`config.mk`:
```
export PLATFORM = sky130hd
export DESIGN_NAME = gpio_lvl_irq
export DESIGN_NICKNAME = d
export VERILOG_FILES = /design/src/rtl/gpio_lvl_irq.sv
export SDC_FILE = /design/constraint.sdc
export NUM_CORES = 1
export LEC_CHECK = 0
export ABC_CLOCK_PERIOD_IN_PS = 2600
export BUFFER_PORTS_ARGS = -buffer_cell sky130_fd_sc_hd__buf_4
export CAP_MARGIN = 20
export CORE_MARGIN = 4
export CORE_UTILIZATION = 61
export DETAILED_ROUTE_END_ITERATION = 8
export HOLD_SLACK_MARGIN = 0.06
export PLACE_DENSITY = 0.87
export SLEW_MARGIN = 30
export SYNTH_ARGS = -nofsm -noshare
export SYNTH_HDL_FRONTEND = slang
export SYNTH_SLANG_ARGS = --single-unit
```
`constraint.sdc`:
```
create_clock -name clk -period 2.6 [get_ports clk]
set_input_delay 0.13 -clock clk [delete_from_list [all_inputs] [get_ports clk]]
set_output_delay 0.13 -clock clk [all_outputs]
set_load 0.005 [all_outputs]
```
`src/rtl/gpio_lvl_irq.sv`:
```
module gpio_lvl_irq #(
  parameter int NPINS = 32
) (
  input  logic             clk,
  input  logic             rst_n,
  input  logic             bus_bank,
  input  logic [3:0]       bus_addr,
  input  logic             bus_wr,
  input  logic [NPINS-1:0] bus_wdata,
  output logic [NPINS-1:0] bus_rdata,
  input  logic [NPINS-1:0] pin_in,
  output logic [NPINS-1:0] pin_out,
  output logic [NPINS-1:0] pin_oe,
  output logic             irq_out
);
  localparam logic [3:0] OFS_DIR  = 4'h0;
  localparam logic [3:0] OFS_DATA = 4'h4;
  localparam logic [3:0] OFS_POL  = 4'h8;
  localparam logic [3:0] OFS_STAT = 4'hC;
  localparam logic [3:0] OFS_PEND = 4'h0;
  localparam logic [3:0] OFS_MASK = 4'h8;

  logic [NPINS-1:0] dir_q, out_q, pol_q, stat_q, mask_q;
  logic [NPINS-1:0] meta_q, sync_q;
  logic [NPINS-1:0] set_vec;
  logic             irq_q;

  wire port_wr = bus_wr && !bus_bank;
  wire ctl_wr  = bus_wr &&  bus_bank;
  wire wr_dir  = port_wr && (bus_addr == OFS_DIR);
  wire wr_data = port_wr && (bus_addr == OFS_DATA);
  wire wr_pol  = port_wr && (bus_addr == OFS_POL);
  wire wr_stat = port_wr && (bus_addr == OFS_STAT);
  wire wr_mask = ctl_wr  && (bus_addr == OFS_MASK);

  assign set_vec = ~(sync_q ^ pol_q) & ~dir_q;

  always_ff @(posedge clk or negedge rst_n) begin
    if (!rst_n) begin
      meta_q <= '0;
      sync_q <= '0;
    end else begin
      meta_q <= pin_in;
      sync_q <= meta_q;
    end
  end

  always_ff @(posedge clk or negedge rst_n) begin
    if (!rst_n) begin
      dir_q  <= '0;
      out_q  <= '0;
      pol_q  <= '1;
      mask_q <= '1;
    end else begin
      if (wr_dir)  dir_q  <= bus_wdata;
      if (wr_data) out_q  <= bus_wdata;
      if (wr_pol)  pol_q  <= bus_wdata;
      if (wr_mask) mask_q <= bus_wdata;
    end
  end

  always_ff @(posedge clk or negedge rst_n) begin
    if (!rst_n) stat_q <= '0;
    else if (wr_stat) stat_q <= (stat_q & bus_wdata) | set_vec;
    else stat_q <= stat_q | set_vec;
  end

  always_ff @(posedge clk or negedge rst_n) begin
    if (!rst_n) irq_q <= 1'b0;
    else irq_q <= |(stat_q & ~mask_q);
  end

  always_comb begin
    bus_rdata = '0;
    if (!bus_bank) begin
      case (bus_addr)
        OFS_DIR:  bus_rdata = dir_q;
        OFS_DATA: bus_rdata = (sync_q & ~dir_q) | (out_q & dir_q);
        OFS_POL:  bus_rdata = pol_q;
        OFS_STAT: bus_rdata = stat_q;
        default:  bus_rdata = '0;
      endcase
    end else begin
      case (bus_addr)
        OFS_PEND: bus_rdata = stat_q;
        OFS_MASK: bus_rdata = mask_q;
        default:  bus_rdata = '0;
      endcase
    end
  end

  assign pin_out = out_q;
  assign pin_oe  = dir_q;
  assign irq_out = irq_q;

  p_masked_quiet_r10: assert property (@(posedge clk) disable iff (!rst_n)
    (&mask_q) |=> !irq_out);

  p_set_wins_r8: assert property (@(posedge clk) disable iff (!rst_n)
    (set_vec != '0) |=> ((($past(set_vec)) & ~stat_q) == '0));

  p_no_spurious_r5: assert property (@(posedge clk) disable iff (!rst_n)
    1'b1 |=> ((stat_q & ~$past(stat_q) & ~$past(set_vec)) == '0));

  p_ack_clears_r6: assert property (@(posedge clk) disable iff (!rst_n)
    wr_stat |=> ((stat_q & ~$past(bus_wdata) & ~$past(set_vec)) == '0));

  p_mask_hold_r11: assert property (@(posedge clk) disable iff (!rst_n)
    !wr_mask |=> $stable(mask_q));
endmodule

```
* After elaboration in Yosys (flattened, before gate mapping)
Index checks and enable logic that the tools add are counted.
Storage, ports and cells: register bits after elaboration 225
Cells by class: eq/ne operators 3, multiplexer cells 4, bitwise gates (word level) 12, reductions and logical operators 10
Operators by type and width (count):
- bitwise AND 32 bit | 5
- case mux 32 bit (4 select lines) | 1
- inverter 32 bit | 3
- OR 32 bit | 3
- two-way mux 32 bit | 2
- case mux 32 bit (2 select lines) | 1
- OR reduction 32 bit | 1
- bitwise XOR 32 bit | 1
- == test 4 bit, second input constant | 2
- logical AND 1 bit | 7
- == test 4 x 3 -> 1 bit, second input constant | 1
- logical NOT 4 bit | 1
- logical NOT 1 bit | 1

* Logic depth before layout (Yosys ltp)
word-level depth 5, mapped depth 6

* Least setup slack after synthesis
OpenSTA, ideal clock, no wires.
path kind input to register, start input bus_addr[3], end register out_q[10], in the netlist pin_out[10], library setup time 0.125 ns, arrival time 1.719 ns, required time 2.475 ns, setup slack 0.756 ns, stages 6, buffers on the path 3, cells stage by stage or4b_1 -> clkbuf_1 -> or3b_1 -> buf_2 -> buf_6 -> mux2_4
Between the ends: longest elaborated chain between the ends 2
Ends and longest elaborated chain:
- start, declared | RTL line 7 | input logic [3:0] bus_addr,
- == test 4 x 3 -> 1 bit | RTL line 31 | wire wr_data = port_wr && (bus_addr == OFS_DATA);
- logical AND 1 bit | RTL line 31
- end signal, assigned | RTL line 56 | if (wr_data) out_q <= bus_wdata;
- end, declared | RTL line 23 | logic [NPINS-1:0] dir_q, out_q, pol_q, stat_q, mask_q;
Every way passes these cells. A chain may end at the register's enable or synchronous reset.

* Worst setup path in the final report
start input bus_addr[3], end output bus_rdata[23]
Between the ends: longest elaborated chain between the ends 3, elaborated cells on any way between the ends 7, those cells by class eq/ne: 3; mux: 3; reduce/logical: 1
Ends and longest elaborated chain:
- == test 4 bit, or another cell as far along | RTL line 76 | case (bus_addr)
- case mux 32 bit (4 select lines) / case mux 32 bit (2 select lines) (equally long branches) | RTL line 76, 84
- two-way mux 32 bit * | RTL line 75 | if (!bus_bank) begin
- end, declared | RTL line 10 | output logic [NPINS-1:0] bus_rdata,
Every way passes the cells marked *; elsewhere a longest branch is shown, timed or not.

==> results.ini <==
[status]
status = finished, final reports clean

[place]
dpl.hpwl_mm = 17.7
gp_congestion = 0.880
port_buffers = 168
dp.cells = 1156
dpl_cell_area_um2 = 11600

[routing]
finalWirelength_mm = 29.7
drc_errors = 0
met3_length_mm = 2.55
drt-vias-per-instance = 6.27
post_drt_wl_per_cell_um = 23.5
wl_met2_mm = 14.7
top_layer = met5
firstDrtPassIters = 5
wl_met1_mm = 11.2
dr_total_vias = 7937
drt_iter0_markers = 778
postRouteAntennaNets = 0

[pwr]
power_mw = 9.67
power_leakage_nw = 6.26
power_density_nw_per_um2 = 738
ir_worst_vdd_mv = 0.538

[finish]
layout_commonest_cell = buf_4
fin_cells = 1265
final_cell_mix = 191 x buf_4, 161 x dfrtp_1, 98 x mux2_2
fin_area_um2 = 13100
multi_input_area_um2 = 3880
regArea_um2 = 5710
syn_to_final_growth_pct = 30.8
utilization_pct = 81.8
drive_gt1_share_pct = 40.8
nFillCells = 848
fin_nets = 1103

[floorplanning]
start_util_pct = 62.5
ios = 169
fp.dieW_um = 136
core-area_um2 = 16000
dieArea_um2 = 18500
rows = 46
die_height_um = 136

[global_routing]
grt_max_degree = 104
grtUsageTotal_pct = 32.5
grt_pass1_vias = 8553
grt_pass1_wl_mm = 47.0
grt-ovfl-total = 0
antenna_found_initial = 2

[critical_path]
crit_fanout = 31
required_ps = 2470
arrival_ps = 1930
path_class = primary input to primary output
crit_path_end_kind = primary output
crit_path_start_kind = primary input

[synthesis]
synth_cell_types = 28
netlist_instances = 789
ys_warn_count = 0
synth_nets = 861
synth_area_um2 = 10000
syn_area_per_cell_um2 = 12.7
yosysSeqAreaShare_pct = 57.1
ys_seq_elements = 225

[timing]
fin_crit_ps = 2060
rsz0062_at_grt = false
max_freq_mhz = 485
timing.clock.skew_ps = 15.9
worstMarginPinSlew_ps = 770
finalHoldViolCount = 0
slew_headroom_pct = 48.7
setup_viol = 0
fin_tns_setup_ps = 0
finalCritPeriodShare_pct = 79.3
slew_viol_final = 0

[clock_network]
clk_pin_slew_worst_paths_ps = 60
cts_tree = done
clkSinkCount = 225
numCtsBuffers = 24
cts_buffer_depth = 3
clk_latency_ps = 530
post_cts_resized = 0
root_buffer = clkbuf_16
cts-htree-levels = 1

[run]
cap_violations = 0

[hold_path]
hold_class = primary input to flip-flop

## synth_stat cells
library cell  number  area [um2]
a32o_1             2        20.0
buf_1              5        18.8
buf_2              4        20.0
buf_6              3        33.8
clkbuf_1          32         120
dfrtp_1          161        4030
dfstp_2           64        1680
inv_1             65         244
mux2_2            98        1100
mux2_4            30         450
mux2i_1           62         621
nand2_1           38         143
nand2b_1           1        6.26
nand3_1            2        10.0
nand4_1            2        12.5
nor2_1             3        11.3
nor2b_1            2        12.5
nor3_1             1        5.00
nor4_1             4        25.0
o21ai_0           96         480
o221ai_1          31         272
o22ai_1           16         100
o311ai_0           1        8.76
o32ai_1           31         272
or3b_1             1        8.76
or3b_2             1        8.76
or4b_1             1        10.0
xor2_1            32         280
## layout make-up
type	count	share of cell area (%)
diodes	1	0.0191
clock buffers	39	5.55
clock inverters	4	0.707
inverters	65	1.86
multi-input cells	455	29.7
flip-flops and latches	225	43.6
well taps	216	2.06
repair buffers	260	16.5
## power breakdown
part	internal (mW)	switching, mW
combinational	0.924	0.640
clock	2.11	1.40
sequential	4.11	0.480
total	7.14	2.52
## final timing paths
check | from | end | slack [ps] | cells past startpoint
worst max-delay path | bus_addr[3] | bus_rdata[23] | 540 | 7
max in group asynchronous | rst_n | mask_q[15] | 1460 | 3
worst min-delay path | bus_wr | stat_q[5] | 160 | 5
worst min register to register | meta_q[11] | sync_q[11] | 340 | 0
min in group asynchronous | rst_n | meta_q[2] | 230 | 2
worst max register to register | mask_q[9] | irq_out | 1070 | 3
## registers in the layout (all words and copies together), names as in the netlist
signal,cells
mask_q,32
pin_oe,32
stat_q,32
pin_out,32
meta_q,32
irq_out,1
pol_q,32
sync_q,32
## cell families (layout without fill, tap and decap cells)
group	Yosys count	after routing	synth area share, %
AND/OR/NAND/NOR	56	56	2.53
AO/OA/AOI/OAI	177	177	11.5
flip-flops	225	225	57.1
multiplexers	190	190	21.7
other	0	1	0
buffers and inverters	109	368	4.36
XOR/XNOR	32	32	2.80
## per-layer routing
layer / global-route usage, % / vias to the layer above
met3: 6.55 / 114
met1: 42.3 / 3988
met4: 14.2 / 2
met5: 0 / -
met2: 53.4 / 481
li1: - / 3352
## metrics by stage
step / hold slack, ps / setup WS [ps]
CTS: 145 / 577
floorplan: -166 / 756
global placement: 210 / 462
detailed placement: 221 / 424
finish: 162 / 539
global route: 203 / 517
## worst max-delay path, stage by stage
cell      delay, ps
buf_4           120
or4b_1          530
buf_4           310
o32ai_1         410
nand2_1         140
o221ai_1        110
buf_4           160
## repair_timing
item | 4_1_cts | 5_1_grt
endpoints found under the hold margin | 262 | 0
hold buffers | 65 | 0
setup buffers | 0 | 0
Power figures use the tool's default switching activity.
